==> config.mk <==
export PLATFORM = sky130hd
export DESIGN_NAME = crxfer_unit
export DESIGN_NICKNAME = d
export VERILOG_FILES = /design/src/rtl/crxfer_pkg.sv /design/src/rtl/crxfer_prio.sv /design/src/rtl/crxfer_ctrl.sv /design/src/rtl/crxfer_datapath.sv /design/src/rtl/crxfer_unit.sv
export SDC_FILE = /design/constraint.sdc
export NUM_CORES = 1
export LEC_CHECK = 0
export BUFFER_PORTS_ARGS = -buffer_cell sky130_fd_sc_hd__buf_2
export CAP_MARGIN = 20
export CORE_MARGIN = 2
export CORE_UTILIZATION = 41
export DETAILED_ROUTE_END_ITERATION = 16
export PLACE_DENSITY = 0.82
export SLEW_MARGIN = 20
export SYNTH_ARGS = -nofsm -noshare
export SYNTH_HDL_FRONTEND = slang
export SYNTH_SLANG_ARGS = --single-unit
==> constraint.sdc <==
create_clock -name clk -period 1.9 [get_ports clk]
set_input_delay 0.095 -clock clk [delete_from_list [all_inputs] [get_ports clk]]
set_output_delay 0.095 -clock clk [all_outputs]
set_load 0.01 [all_outputs]
==> src/rtl/crxfer_pkg.sv <==
package crxfer_pkg;

  localparam int CRX_FIELDS  = 8;
  localparam int CRX_FIELD_W = 4;
  localparam int CRX_CR_W    = CRX_FIELDS * CRX_FIELD_W;
  localparam int CRX_IDX_W   = $clog2(CRX_FIELDS);

  typedef enum logic [2:0] {
    OP_IDLE    = 3'd0,
    OP_WR_MASK = 3'd1,
    OP_WR_ONE  = 3'd2,
    OP_RD_ONE  = 3'd3,
    OP_RD_ALL  = 3'd4,
    OP_FLAGS   = 3'd5
  } crOp_t;

  // Strobes from control to datapath; bit n of a field vector is field n.
  typedef struct packed {
    logic [CRX_FIELDS-1:0] fieldWr;
    logic                  loadFlags;
    logic [CRX_FIELDS-1:0] fieldRd;
    logic                  readAll;
  } crCtrl_t;

endpackage

==> src/rtl/crxfer_prio.sv <==
module crxfer_prio #(
  parameter int WIDTH = 8
) (
  input  logic [WIDTH-1:0] req,
  output logic [WIDTH-1:0] grant,
  output logic             found
);

  // Lowest index wins.
  always_comb begin
    grant = '0;
    found = 1'b0;
    for (int n = 0; n < WIDTH; n++) begin
      if (req[n] && !found) begin
        grant[n] = 1'b1;
        found    = 1'b1;
      end
    end
  end

endmodule

==> src/rtl/crxfer_ctrl.sv <==
module crxfer_ctrl
  import crxfer_pkg::*;
#(
  parameter int NF    = CRX_FIELDS,
  parameter int IDX_W = CRX_IDX_W
) (
  input  logic             valid,
  input  logic [2:0]       op,
  input  logic [NF-1:0]    fieldMask,
  input  logic [IDX_W-1:0] fieldIdx,
  output crCtrl_t          ctrl
);

  localparam logic [NF-1:0] LAST_FIELD = NF'(1) << (NF - 1);

  logic [NF-1:0] maskByField;
  logic [NF-1:0] firstSel;
  logic          anySel;
  logic [NF-1:0] idxOneHot;

  // Mask bit NF-1 belongs to field 0.
  for (genvar n = 0; n < NF; n++) begin : g_rev
    assign maskByField[n] = fieldMask[NF-1-n];
  end

  crxfer_prio #(.WIDTH(NF)) u_prio (
    .req  (maskByField),
    .grant(firstSel),
    .found(anySel)
  );

  assign idxOneHot = NF'(1) << fieldIdx;

  always_comb begin
    ctrl = '0;
    unique case (crOp_t'(op))
      OP_WR_MASK: if (valid) ctrl.fieldWr = maskByField;
      OP_WR_ONE:  if (valid) ctrl.fieldWr = anySel ? firstSel : LAST_FIELD;
      OP_FLAGS: begin
        if (valid) ctrl.fieldWr = idxOneHot;
        ctrl.loadFlags = 1'b1;
      end
      OP_RD_ONE:  ctrl.fieldRd = firstSel;
      OP_RD_ALL:  ctrl.readAll = 1'b1;
      default:    ctrl = '0;
    endcase
  end

endmodule

==> src/rtl/crxfer_datapath.sv <==
module crxfer_datapath
  import crxfer_pkg::*;
#(
  parameter int NF     = CRX_FIELDS,
  parameter int FW     = CRX_FIELD_W,
  parameter int DATA_W = 64
) (
  input  logic              clk,
  input  logic              rst,
  input  crCtrl_t           ctrl,
  input  logic [NF*FW-1:0]  srcLow,
  input  logic [FW-1:0]     flags,
  output logic [DATA_W-1:0] result,
  output logic [NF*FW-1:0]  crOut
);

  localparam int CR_W = NF * FW;

  logic [CR_W-1:0] crReg;
  logic [CR_W-1:0] crNext;
  logic [CR_W-1:0] rdPart;

  for (genvar n = 0; n < NF; n++) begin : g_field
    localparam int HI = CR_W - 1 - FW * n;
    logic [FW-1:0] loadVal;
    assign loadVal          = ctrl.loadFlags ? flags : srcLow[HI -: FW];
    assign crNext[HI -: FW] = ctrl.fieldWr[n] ? loadVal : crReg[HI -: FW];
    assign rdPart[HI -: FW] = ctrl.fieldRd[n] ? crReg[HI -: FW] : '0;
  end

  always_ff @(posedge clk) begin
    if (rst) crReg <= '0;
    else     crReg <= crNext;
  end

  assign result = {{(DATA_W-CR_W){1'b0}}, (ctrl.readAll ? crReg : rdPart)};
  assign crOut  = crReg;

endmodule

==> src/rtl/crxfer_unit.sv <==
module crxfer_unit
  import crxfer_pkg::*;
#(
  parameter int DATA_W = 64
) (
  input  logic                 clk,
  input  logic                 rst,
  input  logic                 valid,
  input  logic [2:0]           op,
  input  logic [CRX_FIELDS-1:0] fieldMask,
  input  logic [CRX_IDX_W-1:0] fieldIdx,
  input  logic [DATA_W-1:0]    srcData,
  input  logic                 flagOv,
  input  logic                 flagOv32,
  input  logic                 flagCa,
  input  logic                 flagCa32,
  output logic [DATA_W-1:0]    result,
  output logic [CRX_CR_W-1:0]  crOut
);

  crCtrl_t ctrl;
  logic    unusedSrcHi;

  assign unusedSrcHi = ^srcData[DATA_W-1:CRX_CR_W];

  crxfer_ctrl u_ctrl (
    .valid    (valid),
    .op       (op),
    .fieldMask(fieldMask),
    .fieldIdx (fieldIdx),
    .ctrl     (ctrl)
  );

  crxfer_datapath #(.DATA_W(DATA_W)) u_dp (
    .clk   (clk),
    .rst   (rst),
    .ctrl  (ctrl),
    .srcLow(srcData[CRX_CR_W-1:0]),
    .flags ({flagOv, flagOv32, flagCa, flagCa32}),
    .result(result),
    .crOut (crOut)
  );

endmodule

==> results of run 1 <==
==> cell type report <==
cell class | count | area [um^2]
fillers | 544 | 2546
multi-input cells | 227 | 1499
repair buffers | 125 | 648.1
flip-flops and latches | 32 | 640.6
clock buffers | 8 | 90.09
well taps | 72 | 90.09
inverters | 7 | 26.28
==> logic make-up (layout without fill, tap and decap cells) <==
| kind of cell | after synthesis | in the layout | share of synthesized area |
|---|---|---|---|
| other cells | 1 | 32 | 0.001577 |
| flops | 32 | 32 | 0.2693 |
| compound gates | 73 | 73 | 0.2488 |
| xor+xnor | 1 | 1 | 0.003683 |
| buf+inv | 58 | 140 | 0.1494 |
| mux | 4 | 4 | 0.02525 |
| simple gates | 117 | 117 | 0.3020 |
==> synthesized netlist by cell type, types with 2 or more instances <==
library cell / n
nand2_1: 3
o211a_1: 2
buf_4: 34
a21o_1: 4
inv_1: 7
a31oi_1: 3
and4b_1: 5
a221oi_1: 20
a311oi_1: 4
a21oi_1: 13
and2_1: 16
or3_1: 2
and4bb_2: 2
nor2_1: 9
clkbuf_1: 10
o211ai_1: 2
buf_2: 2
a31o_2: 2
buf_1: 4
dfxtp_1: 32
nor2b_1: 21
a211oi_1: 16
nand2b_1: 3
nand3_1: 3
and3_1: 6
nor3_1: 37
mux2_4: 4
nor4b_1: 2
==> metrics by stage <==
| stage | utilization | total power [uW] | worst slack (ps) |
|---|---|---|---|
| 2_1_floorplan | - | 956.5 | 352.6 |
| 3_3_place_gp | 0.5242 | 1022 | 208.7 |
| 3_5_place_dp | 0.5242 | 1031 | 168.4 |
| 4_1_cts | 0.5404 | 1567 | 167.5 |
| 5_1_grt | 0.5404 | 1641 | 79.69 |
| 6_report | 0.5404 | 1562 | 180.0 |
==> worst max-delay path by stage <==
stage                       from  cells after the start              to  slack (ps)
floorplan           fieldMask[7]                      5  u_dp.crOut[10]         350
global placement    fieldMask[6]                      6       result[4]         210
detailed placement  fieldMask[6]                      6       result[4]         170
finish              fieldMask[6]                      6       result[4]         180
CTS                 fieldMask[6]                      6       result[4]         170
global route        fieldMask[6]                      6       result[4]          80
==> power by group <==
part,switching [uW],internal [uW]
Clock,247,295
Combinational,194,122
Sequential,12.5,690
==> layer usage <==
layer,vias to the layer above,track usage,part of all wire
li1,1235,-,-
met1,1206,0.2799,0.41
met2,133,0.3708,0.49
met3,7,0.04607,0.087
met4,0,0.04576,0.0071
met5,-,0,0
==> worst max-delay path, stage by stage <==
cell,delay (ps)
buf_2,150
or4_4,580
nor3_1,210
a31oi_1,220
and2b_1,240
buf_2,120
==> results.sh, run 1 <==
export IMPL_relSlewSlack=0.6333
export IMPL_ys_seq_area_frac=0.2693
export IMPL_placedCellCount=463
export IMPL_wl_mm=7.214
export IMPL_insertion_delay_ps=280
export IMPL_yosys_area_top_type_share=0.2693
export IMPL_worst_r2r_setup_slack_ps=1060
export IMPL_crit_required_ps=1800
export IMPL_postCtsSetupRepairBufs=0
export IMPL_cp_data_arrival_time_ps=1620
export IMPL_cts_buffers=5
export IMPL_htree_levels=2
export IMPL_hpwl_mm=5.588
export IMPL_avgSynthCellArea_um2=8.317
export IMPL_grt_pass1_wl_mm=10.81
export IMPL_ir_drop_mv=0.2574
export IMPL_vias=2581
export IMPL_nNetsFinal=483
export IMPL_start_util=0.4293
export IMPL_cts_tree="built"
export IMPL_powerDensity_mw_per_mm2=521.6
export IMPL_rsz0062_at_grt="no"
export IMPL_synth_edf_count=0
export IMPL_ant_nets=0
export IMPL_dr_pass1_iters=5
export IMPL_synthCells=286
export IMPL_dieWidth_um=80.17
export IMPL_root_buffer="clkbuf_8"
export IMPL_globalplace_congestion=0.7990
export IMPL_io_pins=181
export IMPL_min_period_over_period=0.9053
export IMPL_holdPathEnd="u_dp.crOut[25]"
export IMPL_finalSetupTns_ps=0
export IMPL_design_area_mm2=0.002994
export IMPL_cp_max_fo=8
export IMPL_hold_slack_ps=112.3
export IMPL_max_cap_violations=0
export IMPL_core_area_mm2=0.005540
export IMPL_hold_path_class="in2reg"
export IMPL_die_y_um=80.17
export IMPL_drt_iter0_drc=131
export IMPL_place_area_mm2=0.002904
export IMPL_ys_flop_type="dfxtp_1"
export IMPL_dieArea_mm2=0.006426
export IMPL_fmax_mhz=581.4
export IMPL_start_kind="primary input"
export IMPL_instances_no_fill=471
export IMPL_final_common_cell="buf_2"
export IMPL_status="finished, final reports clean"
export IMPL_cts_hold_fix_buffers=0
export IMPL_hp_start="srcData[25]"
export IMPL_p_leak_uw=0.001470
export IMPL_portBuffers=116
export IMPL_largest_reg_flops=32
export IMPL_slew_violations=0
export IMPL_synth_distinct_cells=46
export IMPL_clock_path_buffers=2
export IMPL_grt_max_degree=22
export IMPL_antenna_found_initial=0
export IMPL_crit_path_end_kind="output port"
export IMPL_r2r_cells=2
export IMPL_clock_skew_ps=0
export IMPL_drt_wirelength_per_cell_um=15.32
export IMPL_r2r_start="u_dp.crOut[10]"
export IMPL_post_cts_resized=0
export IMPL_finalHoldViolCount=0
export IMPL_diodes=0
export IMPL_tightest_slew_ps=547.7
export IMPL_areaGrowthSynthToFinish_pct=25.88
export IMPL_ys_ff_latch=32
export IMPL_grt_usage=0.2169
export IMPL_globalRoute_totalOverflow=0
export IMPL_ys_warnings_count=0
export IMPL_setup_viol=0
export IMPL_synthArstFlopShare=0
export IMPL_critPathKind="in2out"
export IMPL_row_count=27
export IMPL_grt_pass1_vias=2275
export IMPL_final_cell_mix="buf_2 (116), nor3_1 (37), conb_1 (32), dfxtp_1 (32), nor2b_1 (21)"
export IMPL_reg2reg_to="u_dp.crOut[10]"
export IMPL_clkTransAtPathRegs_ps=60
export IMPL_layout_min_cycle_time_ps=1720
export IMPL_cts_sinks=32
export IMPL_min_delay_path_depth=3
export IMPL_drc=0
export IMPL_syn_cell_area_mm2=0.002379
export IMPL_drive_gt1_frac=0.3659
export IMPL_synth_area_leaders="dfxtp_1 (27%), buf_4 (11%), nor3_1 (7.8%)"
export IMPL_synth_top_cell_by_area="dfxtp_1"
export IMPL_vias_per_cell=5.480
Power figures use the tool's default switching activity.
==> run 2: changes to the inputs <==
--- a/config.mk
+++ b/config.mk
@@ -10,6 +10,7 @@
 export CORE_MARGIN = 2
 export CORE_UTILIZATION = 41
 export DETAILED_ROUTE_END_ITERATION = 16
+export MAX_ROUTING_LAYER = met4
 export PLACE_DENSITY = 0.82
 export SLEW_MARGIN = 20
 export SYNTH_ARGS = -nofsm -noshare
==> results.sh, run 2 (same netlist as run 1, synthesis figures left out) <==
export IMPL_areaGrowthSynthToFinish_pct=25.88
export IMPL_finalHoldViolCount=0
export IMPL_row_count=27
export IMPL_start_kind="primary input"
export IMPL_power_switching_uw=451.4
export IMPL_p_leak_uw=0.001470
export IMPL_comb_power_share=0.203
export IMPL_clkTransAtPathRegs_ps=60
export IMPL_finalSetupTns_ps=0
export IMPL_p_int_uw=1108
export IMPL_drt_wirelength_per_cell_um=15.24
export IMPL_hold_path_class="in2reg"
export IMPL_critPathKind="in2out"
export IMPL_ant_nets=0
export IMPL_powerDensity_mw_per_mm2=520.8
export IMPL_crit_path_end_kind="output port"
export IMPL_layout_min_cycle_time_ps=1716
export IMPL_tightest_slew_ps=558.2
export IMPL_rsz0062_at_grt="no"
export IMPL_cts_buffers=5
export IMPL_largest_reg_flops=32
export IMPL_r2r_cells=2
export IMPL_max_cap_violations=0
export IMPL_globalRoute_totalOverflow=0
export IMPL_drt_iter0_drc=158
export IMPL_r2r_start="u_dp.crOut[10]"
export IMPL_clock_skew_ps=0
export IMPL_grt_pass1_vias=2275
export IMPL_worst_r2r_setup_slack_ps=1060
export IMPL_switching_share=0.2895
export IMPL_reg2reg_to="u_dp.crOut[10]"
export IMPL_diodes=0
export IMPL_dieWidth_um=80.17
export IMPL_cp_max_fo=8
export IMPL_drive_gt1_frac=0.3659
export IMPL_cp_data_arrival_time_ps=1620
export IMPL_crit_required_ps=1800
export IMPL_root_buffer="clkbuf_8"
export IMPL_vias_per_cell=5.444
export IMPL_nNetsFinal=483
export IMPL_vias=2564
export IMPL_grt_pass1_wl_mm=10.80
export IMPL_grt_max_degree=22
export IMPL_setup_viol=0
export IMPL_core_area_mm2=0.005540
export IMPL_dr_pass1_iters=5
export IMPL_cts_sinks=32
export IMPL_dieArea_mm2=0.006426
export IMPL_cts_tree="built"
export IMPL_postCtsSetupRepairBufs=0
export IMPL_final_cell_mix="buf_2 (116), nor3_1 (37), conb_1 (32), dfxtp_1 (32), nor2b_1 (21)"
export IMPL_clock_power_share=0.346
export IMPL_drc=0
export IMPL_holdPathEnd="u_dp.crOut[25]"
export IMPL_min_period_over_period=0.9034
export IMPL_seq_power_share=0.451
export IMPL_portBuffers=116
export IMPL_wl_mm=7.178
export IMPL_slew_violations=0
export IMPL_cts_hold_fix_buffers=0
export IMPL_antenna_found_initial=0
export IMPL_htree_levels=2
export IMPL_status="finished, final reports clean"
export IMPL_ir_drop_mv=0.2571
export IMPL_hp_start="srcData[25]"
export IMPL_relSlewSlack=0.6262
export IMPL_final_common_cell="buf_2"
export IMPL_io_pins=181
export IMPL_min_delay_path_depth=3
export IMPL_hpwl_mm=5.588
export IMPL_clock_path_buffers=2
export IMPL_final_util=0.5404
export IMPL_post_cts_resized=0
export IMPL_die_y_um=80.17
export IMPL_globalplace_congestion=0.8105
export IMPL_fmax_mhz=582.6
export IMPL_start_util=0.4293
export IMPL_insertion_delay_ps=280
export IMPL_grt_usage=0.2227
## run 2: cell counts in the layout (fill, tap and decap cells not counted)
Identical to the previous run, type by type.
## run 2: worst max-delay path, cell delays in order
cell	delay, ps
buf_2	150
or4_4	580
nor3_1	210
a31oi_1	220
and2b_1	240
buf_2	120
## run 2: worst max-delay path by stage
stage | start | endpoint | slack, ps | depth (start not counted)
detailed placement | fieldMask[6] | result[4] | 170 | 6
global placement | fieldMask[6] | result[4] | 210 | 6
global route | fieldMask[6] | result[4] | 80 | 6
CTS | fieldMask[6] | result[4] | 170 | 6
finish | fieldMask[6] | result[4] | 180 | 6
floorplan | fieldMask[7] | u_dp.crOut[10] | 350 | 5
## run 2: metal layers
| layer | track usage | wire length [um] | vias up |
|---|---|---|---|
| li1 | - | - | 1238 |
| met1 | 0.2847 | 3053 | 1189 |
| met2 | 0.3708 | 3494 | 132 |
| met3 | 0.03820 | 582 | 5 |
| met4 | 0.04576 | 47 | 0 |
| met5 | - | 0 | - |
## run 2: power groups by stage
stage | Combinational (uW) | Clock (uW) | Sequential (uW)
2_1_floorplan | 230 | 0 | 726
3_3_place_gp | 304 | 0 | 717
3_5_place_dp | 313 | 0 | 718
4_1_cts | 313 | 550 | 703
5_1_grt | 346 | 590 | 705
6_report | 317 | 540 | 703
## run 2: layout make-up
class,instances,area (um^2)
repair buffers,125,648.1
multi-input cells,227,1499
well taps,72,90.09
fillers,544,2546
flip-flops and latches,32,640.6
inverters,7,26.28
clock buffers,8,90.09
## run 2: through the flow
step | area, um^2 | power [uW] | worst slack, ps | std cells | hold slack, ps
detailed placement | 2904 | 1031 | 168.4 | 463 | 403.2
floorplan | 2495 | 956.5 | 352.6 | 317 | 301.3
finish | 2994 | 1559 | 183.6 | 471 | 112.6
global placement | 2904 | 1022 | 208.7 | 463 | 393.5
CTS | 2994 | 1567 | 167.5 | 471 | 107.8
global route | 2994 | 1641 | 79.69 | 471 | 114.4
